## config.mk

```make
export PLATFORM = sky130hd
export DESIGN_NAME = uart_irq_ctrl
export DESIGN_NICKNAME = d
export VERILOG_FILES = /design/src/rtl/uirq_pkg.sv /design/src/rtl/uirq_level_reg.sv /design/src/rtl/uirq_mask_reg.sv /design/src/rtl/uirq_fanout.sv /design/src/rtl/uart_irq_ctrl.sv
export SDC_FILE = /design/constraint.sdc
export NUM_CORES = 1
export LEC_CHECK = 0
export BUFFER_PORTS_ARGS = -buffer_cell sky130_fd_sc_hd__buf_2
export CELL_PAD_IN_SITES_DETAIL_PLACEMENT = 0
export CELL_PAD_IN_SITES_GLOBAL_PLACEMENT = 1
export CORE_UTILIZATION = 36
export CTS_CLUSTER_DIAMETER = 100
export CTS_CLUSTER_SIZE = 10
export DETAILED_ROUTE_END_ITERATION = 7
export HOLD_SLACK_MARGIN = 0.15
export PLACE_DENSITY = 0.84
export SLEW_MARGIN = 20
export SYNTH_ARGS = -nofsm -noshare
export SYNTH_HDL_FRONTEND = slang
export SYNTH_HIERARCHICAL = 1
export SYNTH_SLANG_ARGS = --single-unit
```

## constraint.sdc

```tcl
create_clock -name clk -period 2 [get_ports clk]
set_clock_uncertainty 0.1 [all_clocks]
set_input_delay 0.2 -clock clk [delete_from_list [all_inputs] [get_ports clk]]
set_output_delay 0.2 -clock clk [all_outputs]
set_load 0.01 [all_outputs]
```

## src/rtl/uirq_pkg.sv

```systemverilog
// Package: shared constants and types for the UART interrupt unit.
// Holds the raw bit layout, the register select codes and the per-line
// group masks. Assumes eleven sources in a fixed order.
package uirq_pkg;

    localparam int MS_LSB   = 0;
    localparam int MS_W     = 4;
    localparam int RX_BIT   = 4;
    localparam int TX_BIT   = 5;
    localparam int RT_BIT   = 6;
    localparam int ERR_LSB  = 7;
    localparam int ERR_W    = 4;
    localparam int NUM_SRC  = ERR_LSB + ERR_W;
    localparam int NUM_LINES = 6;

    // Line indices in the fan-out vector
    localparam int LN_ANY = 0;
    localparam int LN_RX  = 1;
    localparam int LN_TX  = 2;
    localparam int LN_RT  = 3;
    localparam int LN_MS  = 4;
    localparam int LN_ERR = 5;

    typedef enum logic [1:0] {
        SEL_MASK = 2'd0,
        SEL_RAW  = 2'd1,
        SEL_MSKD = 2'd2,
        SEL_CLR  = 2'd3
    } reg_sel_e;

    typedef logic [NUM_SRC-1:0] src_vec_t;

    // Builds a contiguous field mask of width w starting at lsb
    function automatic src_vec_t field_mask(int lsb, int w);
        src_vec_t m;
        m = '0;
        for (int i = 0; i < NUM_SRC; i++) begin
            if (i >= lsb && i < lsb + w) m[i] = 1'b1;
        end
        return m;
    endfunction

    // Returns the group of raw bits that drives a given line
    function automatic src_vec_t line_mask(int ln);
        case (ln)
            LN_ANY:  return field_mask(0, NUM_SRC);
            LN_RX:   return field_mask(RX_BIT, 1);
            LN_TX:   return field_mask(TX_BIT, 1);
            LN_RT:   return field_mask(RT_BIT, 1);
            LN_MS:   return field_mask(MS_LSB, MS_W);
            default: return field_mask(ERR_LSB, ERR_W);
        endcase
    endfunction

endpackage

```

## src/rtl/uirq_level_reg.sv

```systemverilog
// Module: raw interrupt level register.
// Each bit is set by its pulse and cleared by a write-one-to-clear strobe.
// When a set and a clear hit the same bit in one cycle, the set wins.
// Assumes the set pulses are already synchronous to clk.
module uirq_level_reg #(
    parameter int W = 11
) (
    input  logic         clk,
    input  logic         rst_n,
    input  logic [W-1:0] set_vec,
    input  logic         clr_we,
    input  logic [W-1:0] clr_bits,
    output logic [W-1:0] raw_q
);

    logic [W-1:0] clr_eff;

    // Clear bits only count in a cycle that carries a clear write
    always_comb begin
        clr_eff = clr_we ? clr_bits : '0;
    end

    // One flop per source: set has priority over clear
    for (genvar b = 0; b < W; b++) begin : g_bit
        always_ff @(posedge clk) begin
            if (!rst_n)            raw_q[b] <= 1'b0;
            else if (set_vec[b])   raw_q[b] <= 1'b1;
            else if (clr_eff[b])   raw_q[b] <= 1'b0;
        end
    end

    // reset empties the level register
    p_reset_clears_r1: assert property (@(posedge clk)
        !rst_n |=> (raw_q == '0));

    // a set bit is 1 after the edge
    p_set_sticks_r3: assert property (@(posedge clk) disable iff (!rst_n)
        rst_n |=> ((raw_q & $past(set_vec)) == $past(set_vec)));

    // set beats a same-cycle clear
    p_set_wins_r9: assert property (@(posedge clk) disable iff (!rst_n)
        (clr_we && ((set_vec & clr_bits) != '0))
        |=> ((raw_q & $past(set_vec & clr_bits)) == $past(set_vec & clr_bits)));

    // cleared bits without a set are 0, untouched bits hold
    p_w1c_r6: assert property (@(posedge clk) disable iff (!rst_n)
        (clr_we && set_vec == '0)
        |=> (raw_q == ($past(raw_q) & ~$past(clr_bits))));

endmodule

```

## src/rtl/uirq_mask_reg.sv

```systemverilog
// Module: interrupt enable mask register.
// Loads the whole mask on a write strobe and holds it otherwise.
// Assumes the strobe is already decoded for the mask address.
module uirq_mask_reg #(
    parameter int W = 11
) (
    input  logic         clk,
    input  logic         rst_n,
    input  logic         load,
    input  logic [W-1:0] wdata,
    output logic [W-1:0] mask_q
);

    // Mask storage, cleared by reset
    always_ff @(posedge clk) begin
        if (!rst_n)    mask_q <= '0;
        else if (load) mask_q <= wdata;
    end

    // a load takes the written value
    p_mask_load_r2: assert property (@(posedge clk) disable iff (!rst_n)
        load |=> (mask_q == $past(wdata)));

    // without a load the mask holds
    p_mask_hold_r2: assert property (@(posedge clk) disable iff (!rst_n)
        (rst_n && !load) |=> $stable(mask_q));

endmodule

```

## src/rtl/uirq_fanout.sv

```systemverilog
// Module: masked status fan-out.
// Forms raw AND mask and reduces it per line through a fixed group mask.
// Purely combinational; assumes the package line order.
module uirq_fanout
    import uirq_pkg::*;
#(
    parameter int W = NUM_SRC,
    parameter int L = NUM_LINES
) (
    input  logic [W-1:0] raw,
    input  logic [W-1:0] mask,
    output logic [W-1:0] masked,
    output logic [L-1:0] lines
);

    // Masked status vector
    always_comb begin
        masked = raw & mask;
    end

    // One OR-reduction per line, selected by its group mask
    for (genvar g = 0; g < L; g++) begin : g_line
        localparam src_vec_t GMASK = line_mask(g);
        always_comb begin
            lines[g] = |(masked & GMASK);
        end
    end

endmodule

```

## src/rtl/uart_irq_ctrl.sv

```systemverilog
// Module: UART interrupt status and masking unit (top).
// Packs the source pulses into the raw layout, decodes register writes,
// muxes register reads and exposes the six interrupt lines.
// Assumes single-cycle write strobes and a combinational read port.
module uart_irq_ctrl
    import uirq_pkg::*;
(
    input  logic               clk,
    input  logic               rst_n,
    input  logic [MS_W-1:0]    src_ms,
    input  logic               src_rx,
    input  logic               src_tdata_wr,
    input  logic               src_rt,
    input  logic [ERR_W-1:0]   src_err,
    input  logic               wr_en,
    input  logic [1:0]         wr_sel,
    input  logic [NUM_SRC-1:0] wr_data,
    input  logic [1:0]         rd_sel,
    output logic [NUM_SRC-1:0] rd_data,
    output logic               irq_any,
    output logic               irq_rx,
    output logic               irq_tx,
    output logic               irq_rt,
    output logic               irq_ms,
    output logic               irq_err
);

    src_vec_t             set_vec;
    src_vec_t             raw_q;
    src_vec_t             mask_q;
    src_vec_t             masked;
    logic [NUM_LINES-1:0] lines;
    logic                 mask_we;
    logic                 clr_we;

    // Place each source pulse at its raw bit position
    always_comb begin
        set_vec                       = '0;
        set_vec[MS_LSB +: MS_W]       = src_ms;
        set_vec[RX_BIT]               = src_rx;
        set_vec[TX_BIT]               = src_tdata_wr;
        set_vec[RT_BIT]               = src_rt;
        set_vec[ERR_LSB +: ERR_W]     = src_err;
    end

    // Decode writes; raw and masked addresses have no effect
    always_comb begin
        mask_we = wr_en && (reg_sel_e'(wr_sel) == SEL_MASK);
        clr_we  = wr_en && (reg_sel_e'(wr_sel) == SEL_CLR);
    end

    uirq_level_reg #(.W(NUM_SRC)) u_level (
        .clk      (clk),
        .rst_n    (rst_n),
        .set_vec  (set_vec),
        .clr_we   (clr_we),
        .clr_bits (wr_data),
        .raw_q    (raw_q)
    );

    uirq_mask_reg #(.W(NUM_SRC)) u_mask (
        .clk    (clk),
        .rst_n  (rst_n),
        .load   (mask_we),
        .wdata  (wr_data),
        .mask_q (mask_q)
    );

    uirq_fanout #(.W(NUM_SRC), .L(NUM_LINES)) u_fan (
        .raw    (raw_q),
        .mask   (mask_q),
        .masked (masked),
        .lines  (lines)
    );

    // Read multiplexer; the clear address reads as zero
    always_comb begin
        case (reg_sel_e'(rd_sel))
            SEL_MASK: rd_data = mask_q;
            SEL_RAW:  rd_data = raw_q;
            SEL_MSKD: rd_data = masked;
            default:  rd_data = '0;
        endcase
    end

    // Drive the named lines from the fan-out vector
    always_comb begin
        irq_any = lines[LN_ANY];
        irq_rx  = lines[LN_RX];
        irq_tx  = lines[LN_TX];
        irq_rt  = lines[LN_RT];
        irq_ms  = lines[LN_MS];
        irq_err = lines[LN_ERR];
    end

    // the combined line agrees with the five group lines
    p_combined_r10: assert property (@(posedge clk) disable iff (!rst_n)
        irq_any == (irq_rx | irq_tx | irq_rt | irq_ms | irq_err));

    // a transmit data write leaves the transmit bit set
    p_tx_write_r4: assert property (@(posedge clk) disable iff (!rst_n)
        src_tdata_wr |=> raw_q[TX_BIT]);

    // writes to the read-only addresses change nothing
    p_ro_write_r8: assert property (@(posedge clk) disable iff (!rst_n)
        (wr_en && (wr_sel == 2'd1 || wr_sel == 2'd2) && set_vec == '0)
        |=> ($stable(raw_q) && $stable(mask_q)));

    // the clear address always reads zero
    p_clr_reads_zero_r7: assert property (@(posedge clk) disable iff (!rst_n)
        (rd_sel == 2'd3) |-> (rd_data == '0));

endmodule

```

# Yosys cells after proc, flatten, opt, wreduce, memory -nomap -nowiden
# Cells that the tools add are included.
# classes
add_sub_neg,0
mul,0
shifts,0
n_eq_ne,3
bitwise,1
order_cmp,0
n_reduce_logical,18
n_div,0
n_mux,24
# op_table
op,count
case mux 11 bit (3 select lines),1
two-way mux 1 bit,22
nonzero test 2 bit,11
bitwise AND 11 bit,1
two-way mux 11 bit,1
OR reduction 11 bit,1
OR reduction 4 bit,2
"equality test 2 bit, second input constant",2
zero test 2 bit,2
"equality test 2 x 1 -> 1 bit, second input constant",1
logical AND 1 bit,2
# word_totals
in_bits,29
mem_bits_rw,0
latchBits,0
rom_bits,0
elab_cells,58
regBits,22
output_inout_bits,17
mem_count,0

# Logic depth before layout (Yosys ltp)
# depth
depth_word,5
ltp_mapped,4
ltp_nobuf,3

# By module
# The synthesis kept the hierarchy.
# modules_own_cells
mod,instances,seq_area_each_um2,cells_each,area_per_inst_um2
uirq_level_reg,1,220.2,46,466.7
uirq_mask_reg,1,220.2,35,414.1
uart_irq_ctrl,1,0.0,28,246.5
uirq_fanout,1,0.0,18,133.9

# Least setup slack after synthesis
# Ideal clock, no wire load.
# synth_timing
path_type,flip-flop to output port
start,register u_level.raw_q[3]
end,output irq_any
n_path_buf,0
path_slack_ns,0.164
arrival_ns,1.536
required_time_ns,1.700
stages_incl_launch_ff,4
path_cell_list,dfxtp_1 > and2_4 > or4_4 > or4_4
# synth_via
elab_chain_len,2
# synth_lines
item,line_no,source
start: declaration,uirq_level_reg.sv:13,output logic [W-1:0] raw_q
start signal: indexed assignment,uirq_level_reg.sv:26,if (!rst_n) raw_q[b] <= 1'b0;
start signal: indexed assignment,uirq_level_reg.sv:27,else if (set_vec[b]) raw_q[b] <= 1'b1;
start signal: indexed assignment,uirq_level_reg.sv:28,else if (clr_eff[b]) raw_q[b] <= 1'b0;
bitwise AND 11 bit,uirq_fanout.sv:18,masked = raw & mask;
named net masked[3],uart_irq_ctrl.sv:31,src_vec_t masked;
OR reduction 11 bit,uirq_fanout.sv:25,lines[g] = |(masked & GMASK);
end: declaration,uart_irq_ctrl.sv:20,"output logic irq_any,"
# The timed path passes the listed nets, and every way through them passes these cells.

# Worst setup path in the final report
# Ends and elaborated chain as after synthesis.

==> impl_metrics.ini <==
[timing]
finalCriticalPeriod_ps = 2260
relSlewSlack_pct = 75.5
worst_pin_slew_ps = 367
min_period_over_period_pct = 113
hold_violations = 0
fmax_ghz = 0.443
slew_viol_final = 0
worst_slack_ps = -259
hold_slack_ps = 206
rsz0062_at_grt = true
finalSetupViolations = 1

[yosys]
seq_area_frac_synth_pct = 34.9
syn-num-nets = 156
syn-instance-count = 127
yosysWarnings = 6
ys_ff_latch = 22
syn_area_per_cell_um2 = 9.93
syn-cell-area_um2 = 1260
ys_types = 18

[detailed_routing]
wl_um = 3150
drt_iter0_markers = 39
wl_per_cell_um = 13.0
firstDrtPassIters = 4
vias_per_cell = 4.81
drc = 0
vias = 1165
ant_nets = 0

[min_path]
hp-class = primary input to register

[global_routing]
grt_pass1_vias = 1083
grt_max_degree = 23
gr-total-overflow = 0
grt.total_usage_pct = 17.3
grt_pass1_wl_um = 4770
antenna_found_initial = 0

[power]
irDropWorstVdd_mv = 0.259
p_leak_nw = 0.828
p_per_area_nw_per_um2 = 531

[cells_and_area]
fin_nets = 226
drive_above_1_share_pct = 41.8
area.growth.synth_to_final_pct = 43.5
diodes = 0
final_cell_area_um2 = 1810

[clock_tree]
clock_sinks = 22
cts-root-buf = clkbuf_4
tritoncts = yes
clock_path_buffers = 2
clkTransAtPathRegs_ps = 130
cts_buffers = 3
clock_latency_ps = 310
cts_max_level = 1

[placement]
portBuffers = 45
dp_hpwl_um = 2170
dpl_cell_area_um2 = 1500
place_congestion = 0.812
post-place-ws_ps = 42.4

[run_status]
violations = negative setup slack
status = finished with violations

[setup_path]
crit_required_ps = 1700
critical_path.max_fanout = 2
critPathCaptureType = output pin
crit_path_start_kind = register
worstSetupPathType = register to output pin
cp.arrival_ps = 1960

[floorplanning]
die_y_um = 61.2
initial_core_util_pct = 37.8
die_x_um = 61.2
core_region_area_um2 = 3340
ioPinCount = 46
dieArea_um2 = 3740
core.rowCount = 21

[flow_run]
cap_violations = 0
-- per-layer routing --
layer / vias to the layer above / global-route usage [%] / part of all wire, %
met2: 38 / 29.2 / 49
met1: 532 / 23.4 / 47
met4: 0 / 4.87 / 0
met3: 0 / 1.89 / 4.7
met5: - / 0 / 0
li1: 595 / - / -
-- what timing repair did --
item                                   in CTS  in global routing
resized for setup                           8                  2
endpoints found under the hold margin      22                  0
pin swaps                                   3                  1
setup buffers                               5                  0
hold buffers                               22                  0
setup endpoints to repair                   1                  1
-- layout make-up --
class	instances	area [um^2]
multi-input combinational	84	713
sequential	22	449
timing repair buffer	75	512
inverter	11	41.3
fill	322	1530
tap	46	57.6
clock buffer	4	36.3
-- path summary, 6_finish.rpt --
path | from | to | slack, ps | cells past startpoint
max | u_level/raw_q[3] | irq_any | -260 | 4
min reg2reg | u_mask/mask_q[1] | u_mask/mask_q[1] | 440 | 2
max reg2reg | u_level/raw_q[3] | u_level/raw_q[3] | 570 | 4
min | rst_n | u_mask/mask_q[8] | 210 | 2
-- kinds of logic (layout without fill, tap and decap cells) --
| group | count (synthesis) | in the layout | share of synthesized area [%] |
|---|---|---|---|
| simple gates | 29 | 29 | 15.9 |
| mux | 22 | 22 | 17.5 |
| flops | 22 | 22 | 34.9 |
| buf+inv | 21 | 90 | 9.33 |
| compound gates | 33 | 33 | 22.4 |
-- worst max-delay path, cell delays in order, from the launching register on --
cell and delay, ps:
dfxtp_2 340, and2_4 150, or4_4 530, or4_4 490
buf_6 140
-- registers in the layout, indices dropped and copies added, names as in the netlist --
signal / flops
u_level/raw_q: 11
u_mask/mask_q: 11
-- through the flow --
step | power (mW) | setup TNS [ps] | std cells | util, %
detailed placement | 0.662 | 0 | 211 | 44.8
finish | 0.960 | -259 | 242 | 54.2
global route | 1.01 | -297 | 242 | 54.2
CTS | 0.968 | -285 | 242 | 54.1
global placement | 0.655 | 0 | 211 | 44.8
floorplan | 0.593 | 0 | 127 | -
-- where the power goes --
part	internal [mW]	switching, mW
sequential	0.464	0.0156
clock	0.111	0.142
combinational	0.128	0.0981
total	0.704	0.256
-- synth_stat cells (all sizes together) --
cell      n  share of area (%)
inv      11                3.3
nor3b     1               0.60
mux2i    22                 17
nor2b    12                6.0
and3      1               0.50
and2     11                5.7
buf       8                5.5
dfxtp    22                 35
or2       1               0.50
a31oi    11                 10
clkbuf    2               0.60
or4       3                2.7
o21ai    11                4.4
o2bb2ai  11                7.6
-- cells in the final DEF (no fill, tap or decap) --
cell           instances
or2_2                  1
mux2i_1               22
clkbuf_8               1
and2_4                 3
buf_4                  8
buf_2                 44
and3_1                 1
o2bb2ai_1             11
nor2b_1               12
dfxtp_2                7
dfxtp_1               15
a31oi_1                1
inv_1                 11
clkbuf_4               3
dlygate4sd3_1         22
or4_4                  3
o21ai_1               11
buf_6                  1
a31oi_2               10
nor3b_2                1
and2_1                 8
Note: power is estimated with default switching activity, not from simulation.
